===== config.mk =====
export PLATFORM = sky130hd
export DESIGN_NAME = setclr_gpio
export DESIGN_NICKNAME = d
export VERILOG_FILES = /design/src/rtl/gpio_sc_pkg.sv /design/src/rtl/gpio_sc_ctrl.sv /design/src/rtl/gpio_sc_dpath.sv /design/src/rtl/setclr_gpio.sv
export SDC_FILE = /design/constraint.sdc
export NUM_CORES = 1
export LEC_CHECK = 0
export BUFFER_PORTS_ARGS = -buffer_cell sky130_fd_sc_hd__buf_2
export CAP_MARGIN = 40
export CORE_UTILIZATION = 53
export CTS_BUF_LIST = sky130_fd_sc_hd__clkbuf_2 sky130_fd_sc_hd__clkbuf_4 sky130_fd_sc_hd__clkbuf_8
export DETAILED_ROUTE_END_ITERATION = 8
export PLACE_DENSITY = 0.83
export SLEW_MARGIN = 5
export SYNTH_ARGS = -nofsm -noshare
export SYNTH_HDL_FRONTEND = slang
export SYNTH_HIERARCHICAL = 1
export SYNTH_SLANG_ARGS = --single-unit
export TNS_END_PERCENT = 50

===== constraint.sdc =====
create_clock -name clk -period 2.4 [get_ports clk]
set_input_delay 0.12 -clock clk [delete_from_list [all_inputs] [get_ports clk]]
set_output_delay 0.12 -clock clk [all_outputs]
set_load 0.02 [all_outputs]

===== src/rtl/gpio_sc_pkg.sv =====
`timescale 1ns/1ps
package gpio_sc_pkg;

  localparam int unsigned OFF_SET_OUT = 32'h00;
  localparam int unsigned OFF_CLR_OUT = 32'h10;
  localparam int unsigned OFF_SET_OE  = 32'h20;
  localparam int unsigned OFF_CLR_OE  = 32'h30;
  localparam int unsigned OFF_PINS    = 32'h40;

  typedef enum logic [1:0] {
    RD_ZERO   = 2'd0,
    RD_LATCH  = 2'd1,
    RD_ENABLE = 2'd2,
    RD_PINS   = 2'd3
  } rdSel_e;

  typedef struct packed {
    logic   setOut;
    logic   clrOut;
    logic   setOe;
    logic   clrOe;
    rdSel_e rdSel;
  } ctrlStrobe_t;

endpackage


===== src/rtl/gpio_sc_ctrl.sv =====
`timescale 1ns/1ps
module gpio_sc_ctrl
  import gpio_sc_pkg::*;
#(
  parameter int ADDR_W = 8
) (
  input  logic [ADDR_W-1:0] busAddr,
  input  logic              busWe,
  output ctrlStrobe_t       strobe
);

  always_comb begin
    strobe = '{setOut: 1'b0, clrOut: 1'b0, setOe: 1'b0, clrOe: 1'b0, rdSel: RD_ZERO};
    case (busAddr)
      ADDR_W'(OFF_SET_OUT): begin
        strobe.setOut = busWe;
        strobe.rdSel  = RD_LATCH;
      end
      ADDR_W'(OFF_CLR_OUT): begin
        strobe.clrOut = busWe;
        strobe.rdSel  = RD_LATCH;
      end
      ADDR_W'(OFF_SET_OE): begin
        strobe.setOe = busWe;
        strobe.rdSel = RD_ENABLE;
      end
      ADDR_W'(OFF_CLR_OE): begin
        strobe.clrOe = busWe;
        strobe.rdSel = RD_ENABLE;
      end
      ADDR_W'(OFF_PINS): begin
        strobe.rdSel = RD_PINS;
      end
      default: begin
        strobe.rdSel = RD_ZERO;
      end
    endcase
  end

endmodule


===== src/rtl/gpio_sc_dpath.sv =====
`timescale 1ns/1ps
module gpio_sc_dpath
  import gpio_sc_pkg::*;
#(
  parameter int PIN_COUNT = 32,
  parameter int DATA_W    = 32
) (
  input  logic                 clk,
  input  logic                 rstN,
  input  ctrlStrobe_t          strobe,
  input  logic [DATA_W-1:0]    busWdata,
  input  logic [PIN_COUNT-1:0] padIn,
  output logic [PIN_COUNT-1:0] padOut,
  output logic [PIN_COUNT-1:0] padOe,
  output logic [DATA_W-1:0]    busRdata
);

  localparam int PAD_BITS = DATA_W - PIN_COUNT;

  logic [PIN_COUNT-1:0] outLatch;
  logic [PIN_COUNT-1:0] driveEn;
  logic [PIN_COUNT-1:0] syncMeta;
  logic [PIN_COUNT-1:0] syncPins;
  logic [PIN_COUNT-1:0] pinMask;

  assign pinMask = busWdata[PIN_COUNT-1:0];

  for (genvar p = 0; p < PIN_COUNT; p++) begin : g_pin
    always_ff @(posedge clk) begin
      if (!rstN) begin
        outLatch[p] <= 1'b0;
        driveEn[p]  <= 1'b0;
        syncMeta[p] <= 1'b0;
        syncPins[p] <= 1'b0;
      end else begin
        if (strobe.setOut && pinMask[p]) outLatch[p] <= 1'b1;
        else if (strobe.clrOut && pinMask[p]) outLatch[p] <= 1'b0;
        if (strobe.setOe && pinMask[p]) driveEn[p] <= 1'b1;
        else if (strobe.clrOe && pinMask[p]) driveEn[p] <= 1'b0;
        syncMeta[p] <= padIn[p];
        syncPins[p] <= syncMeta[p];
      end
    end
  end

  assign padOut = outLatch;
  assign padOe  = driveEn;

  logic [PIN_COUNT-1:0] rdPins;
  always_comb begin
    case (strobe.rdSel)
      RD_LATCH:  rdPins = outLatch;
      RD_ENABLE: rdPins = driveEn;
      RD_PINS:   rdPins = syncPins;
      default:   rdPins = '0;
    endcase
  end

  if (PAD_BITS > 0) begin : g_wide
    assign busRdata = {{PAD_BITS{1'b0}}, rdPins};
  end else begin : g_exact
    assign busRdata = rdPins;
  end

endmodule


===== src/rtl/setclr_gpio.sv =====
`timescale 1ns/1ps
module setclr_gpio
  import gpio_sc_pkg::*;
#(
  parameter int ADDR_W    = 8,
  parameter int DATA_W    = 32,
  parameter int PIN_COUNT = 32
) (
  input  logic                 clk,
  input  logic                 rstN,
  input  logic [ADDR_W-1:0]    busAddr,
  input  logic                 busWe,
  input  logic [DATA_W-1:0]    busWdata,
  output logic [DATA_W-1:0]    busRdata,
  input  logic [PIN_COUNT-1:0] padIn,
  output logic [PIN_COUNT-1:0] padOut,
  output logic [PIN_COUNT-1:0] padOe
);

  ctrlStrobe_t strobe;

  gpio_sc_ctrl #(.ADDR_W(ADDR_W)) u_ctrl (
    .busAddr(busAddr),
    .busWe  (busWe),
    .strobe (strobe)
  );

  gpio_sc_dpath #(.PIN_COUNT(PIN_COUNT), .DATA_W(DATA_W)) u_dpath (
    .clk     (clk),
    .rstN    (rstN),
    .strobe  (strobe),
    .busWdata(busWdata),
    .padIn   (padIn),
    .padOut  (padOut),
    .padOe   (padOe),
    .busRdata(busRdata)
  );

endmodule


# Word level (Yosys, flattened, before mapping)
# Index checks and enable logic that the tools add are counted.
[totals] latchBits=0 ram_bits=0 word_cells=464 input_bits=75 mem_count=0 mem_bits_ro=0 reg_bits=128 output_inout_bits=96
[classes] div=0 magnitude_cmp=0 n_mux=134 reduce_logical=195 n_bitwise=0 mul=0 n_shift=0 addsub=0 eq_ne=7
[op_table] cell="2-to-1 mux 1 bit" n=132
[op_table] cell="logical AND 1 bit" n=128
[op_table] cell="nonzero test 2 bit" n=64
[op_table] cell="case mux 32 bit (3 select lines)" n=1
[op_table] cell="== test 8 x 6 -> 1 bit, second input constant" n=2
[op_table] cell="== test 8 x 5 -> 1 bit, second input constant" n=1
[op_table] cell="== test 8 x 7 -> 1 bit, second input constant" n=1
[op_table] cell="logical NOT 8 bit" n=1
[op_table] cell="case mux 2 bit (3 select lines)" n=1
[op_table] cell="== test 2 bit, second input constant" n=2
[op_table] cell="OR reduction 2 bit" n=2
[op_table] cell="== test 2 x 1 -> 1 bit, second input constant" n=1

# Depth between registers and ports, before layout
[logic_depth] depth_word=5 ltp_mapped=8 mapped_depth_nobuf=4

# By module
# The synthesis kept the hierarchy.
[modules_own_cells] mod="gpio_sc_dpath" area_each_um2=5300.1 n_inst=1 seq_area_each_um2=2562.5 cells_per_inst=487
[modules_own_cells] mod="gpio_sc_ctrl" area_each_um2=108.9 n_inst=1 seq_area_each_um2=0.0 cells_per_inst=14

# Worst setup path after synthesis
# No wires, ideal clock.
[synth_path] path_type="in2out" startpoint="input port busAddr[1]" endpoint="output port busRdata[10]" t_arrival_ns=1.735 path_buffers=3 slack_ns=0.545 required_ns=2.280 path_stages=7 cell_sequence="or3_1 buf_2 a2111oi_2 buf_6 buf_6 mux2_4 a22o_1"
[synth_lines] item="from (decl)" line="setclr_gpio.sv:11" rtl="input logic [ADDR_W-1:0] busAddr,"
[synth_lines] item="to (decl)" line="setclr_gpio.sv:14" rtl="output logic [DATA_W-1:0] busRdata,"

==> results.txt <==
The flow ran to the end, and the final reports show no timing, DRC or antenna violations. Counting the fill cells in the layout gives 669. The post-route antenna net violation count came out at 0. The worst ir drop on vdd is 0.451 mV. The final number of hold-violating endpoints came out at 0. The worst setup timing slack at the placement stage came out at -0.0151 ns. Across the routed clock network, the largest skew measured is 0.00321 ns. The width of the chip is 103 um. The via count of the first global-routing pass is 4513.

The number of nets in the final layout is 803. The register area is 0.00256 sq mm. Of all flip-flops after synthesis, the portion carrying an async set or reset was 0%.

The post-place instance area is 0.00637 sq mm. The setup-violating endpoint count in the final report came out at 0. In this run the standard cell core region covers 0.00982 sq mm. The most used flip-flop cell after synthesis is dfxtp_1. The number of enable flip-flop cells after synthesis came out at 0. The pin count of the biggest net entering global routing came out at 109. The data required time of the critical path came out at 2.28 ns.

Summing all multi-input logic gate instances after layout gives 0.00270 sq mm. The post-route worst setup slack came out at 0.0594 ns. The initial antenna violation count came out at 1. In this run the cell area of the synthesized design comes to 0.00541 sq mm.

The first-pass iteration count of the detailed router came out at 5. For this run, design rule violations remaining after detail routing come to 0. The CTS buffer count came out at 17. The critical path is of the in2out type. Based on the critical path, the design can be clocked at up to 427 MHz. The worst setup path is captured at an output pin. The detailed router used layers up to and including met4. The post-route standard cell area excluding fillers came out at 0.00746 sq mm. The first global-routing pass estimated 21900 um of wire.

The total number of vias came out at 4631. The total design power came out at 4390 uW. The area growth from synthesis to layout is 37.9%. The number of sinks handled by clock tree synthesis came out at 128.

The floorplan has 36 rows. Clock tree synthesis selected as its root buffer the cell clkbuf_8. The normalized max-slew margin came out at 59.3%. The tightest min-delay check is of the in2reg type. After clock tree synthesis, the clock-pin slew on the worst setup and hold paths is 0.07 ns.

Setup repair after global routing could not meet its margin everywhere. Dividing the synthesized area by the synthesized cell count gives 10.8 sq um. Summing the sequential cell areas from Yosys gives 47.4% of the chip area. The count of unique library cells instantiated by Yosys is 25. In this run the deepest clock path goes through 2 buffers.

The worst-margin pin slew came out at 0.609 ns. After layout, the worst path uses 97.5% of the clock period. The placer's final routability congestion estimate came out at 0.757. Along the worst path, the maximum fanout reaches 17.

The clock period could shrink to 2.34 ns. The routed design uses 7450 um of met2 wire. The number of max-cap violations is 0. The total track usage came out at 27.6%.

The share of final-layout standard cells stronger than drive strength 1 came out at 43.0%. Among all cell types in the netlist, the one instantiated most often is dfxtp_1. The HPWL after detailed placement is 8620 um. Detailed routing placed a total of 1170 um of wire on met3. The analysis attributes to cell leakage a power of 0.00335 uW. The number of warning messages in the yosys log is 6. The depth of the CTS H-tree is 4. The number of buffer cells added on primary ports is 170.

TritonCTS built the clock tree. The worst hold path cell count came out at 2. After detailed routing, the total wire length is 14900 um. STA classifies the critical path startpoint as a primary input. The iteration-0 DRC count of the detailed router is 155. The later-pin clock latency in the skew report is 0.42 ns. The detail-routed via count per cell came out at 5.30. The synthesized design contains 128 register bits. The I/O pin count is 171. The die is 103 um tall. The total die area is 0.0106 sq mm. Power spread over the standard cell area amounts to 589 mW/mm^2.

By count the netlist is led by 128 x dfxtp_1, 65 x nand2_1, 64 x a21bo_2, 64 x a21boi_0, 64 x and2_1. The utilization of the core after routing is 76.0%. The largest total area in the synthesized netlist belongs to dfxtp_1.

The number of standard cells after synthesis came out at 501. The synthesized net count came out at 576. After detailed routing, the average wire length per cell comes to 17.1 um. The top cell type by area accounts for 47.4% of the synthesized area. Sorting the synthesized cells by area gives the leading types as dfxtp_1 47%, a21bo_2 12%, a21boi_0 8.9%, mux2_4 8.3%, and2_1 7.4%. The number of max-slew violations in the final report is 0. For the worst setup path, the data arrival time is 2.22 ns. The total routed wire length on the met1 layer came out at 6000 um. The worst reg-to-reg path cell count came out at 2. The final global-route overflow total came out at 0. The initial standard-cell utilization of the core came out at 55.1%.
==> power by group <==
group / total, uW / internal [uW] / switching (uW)
Sequential: 2190 / 2170 / 13.0
Combinational: 282 / 164 / 118
Clock: 1920 / 1130 / 796
Total: 4390 / 3470 / 927
==> worst max-delay path, stage by stage <==
cell       delay [ns]
buf_2            0.15
or3b_1           0.43
a2111oi_4        0.41
buf_4            0.20
buf_12           0.19
mux2_2           0.37
a22o_1           0.18
buf_2            0.15
==> final timing paths <==
kind	startpoint	endpoint	slack (ns)
setup reg to reg	u_dpath/padOut[21]	u_dpath/padOut[21]	1.40
hold / removal	rstN	u_dpath/padOut[23]	0.12
hold reg to reg	u_dpath/syncMeta[12]	u_dpath/syncPins[12]	0.43
setup / recovery	busAddr[5]	busRdata[31]	0.06
==> through the flow <==
step,TNS [ns],hold WS (ns),std cells
5_1_grt,0,0.125,874
4_1_cts,-0.102,0.0965,872
6_report,0,0.119,874
3_5_place_dp,-0.0912,0.329,777
2_1_floorplan,0,0.247,501
3_3_place_gp,0,0.326,777
==> routing by layer <==
layer  vias up  GRT usage [%]
li1       2177              -
met1      2222           32.2
met2       206           47.2
met3        26           7.46
met4         0           12.7
met5         -              0
==> layout by cell type, fill, tap and decap left out, types with 3 or more instances in the layout <==
cell           synthesis  final
dlygate4sd3_1          0     64
buf_2                  8    170
and2_1                64     64
clkinv_2               0      4
nand2_1               65     65
a21boi_0              64     64
a22o_1                32     32
bufinv_16              0      3
clkbuf_8               0     21
a21bo_2               64     64
buf_4                  1     10
mux2_4                30     30
dfxtp_1              128    128
==> registers in the layout (all words and copies together) (netlist names) <==
register,cells
u_dpath/padOut,32
u_dpath/padOe,32
u_dpath/syncPins,32
u_dpath/syncMeta,32
==> kinds of logic (layout without fill, tap and decap cells) <==
group | after synthesis | in the layout | synth area share [%]
AND/OR/NAND/NOR | 139 | 140 | 13.6
multiplexers | 32 | 32 | 8.74
AO/OA/AOI/OAI | 162 | 162 | 26.3
flip-flops | 128 | 128 | 47.4
other | 0 | 1 | 0
buffers and inverters | 40 | 278 | 4.03
==> final cells by class <==
type | count | area share [%]
timing repair buffer | 246 | 21.5
tap | 133 | 2.23
clock buffer | 21 | 3.87
multi-input combinational | 334 | 36.1
inverter | 1 | 0.0503
antenna | 1 | 0.0335
sequential | 128 | 34.3
clock inverter | 10 | 1.79
==> timing repair <==
action                     in CTS  in global routing
hold endpoints to repair       94                  0
buffers inserted                0                  0
setup endpoints to repair      12                 32
gates resized for setup         0                  2
pin swaps                       0                  0
hold buffers                   64                  0
cloned                          0                  1
(Power assumes the default switching activity.)
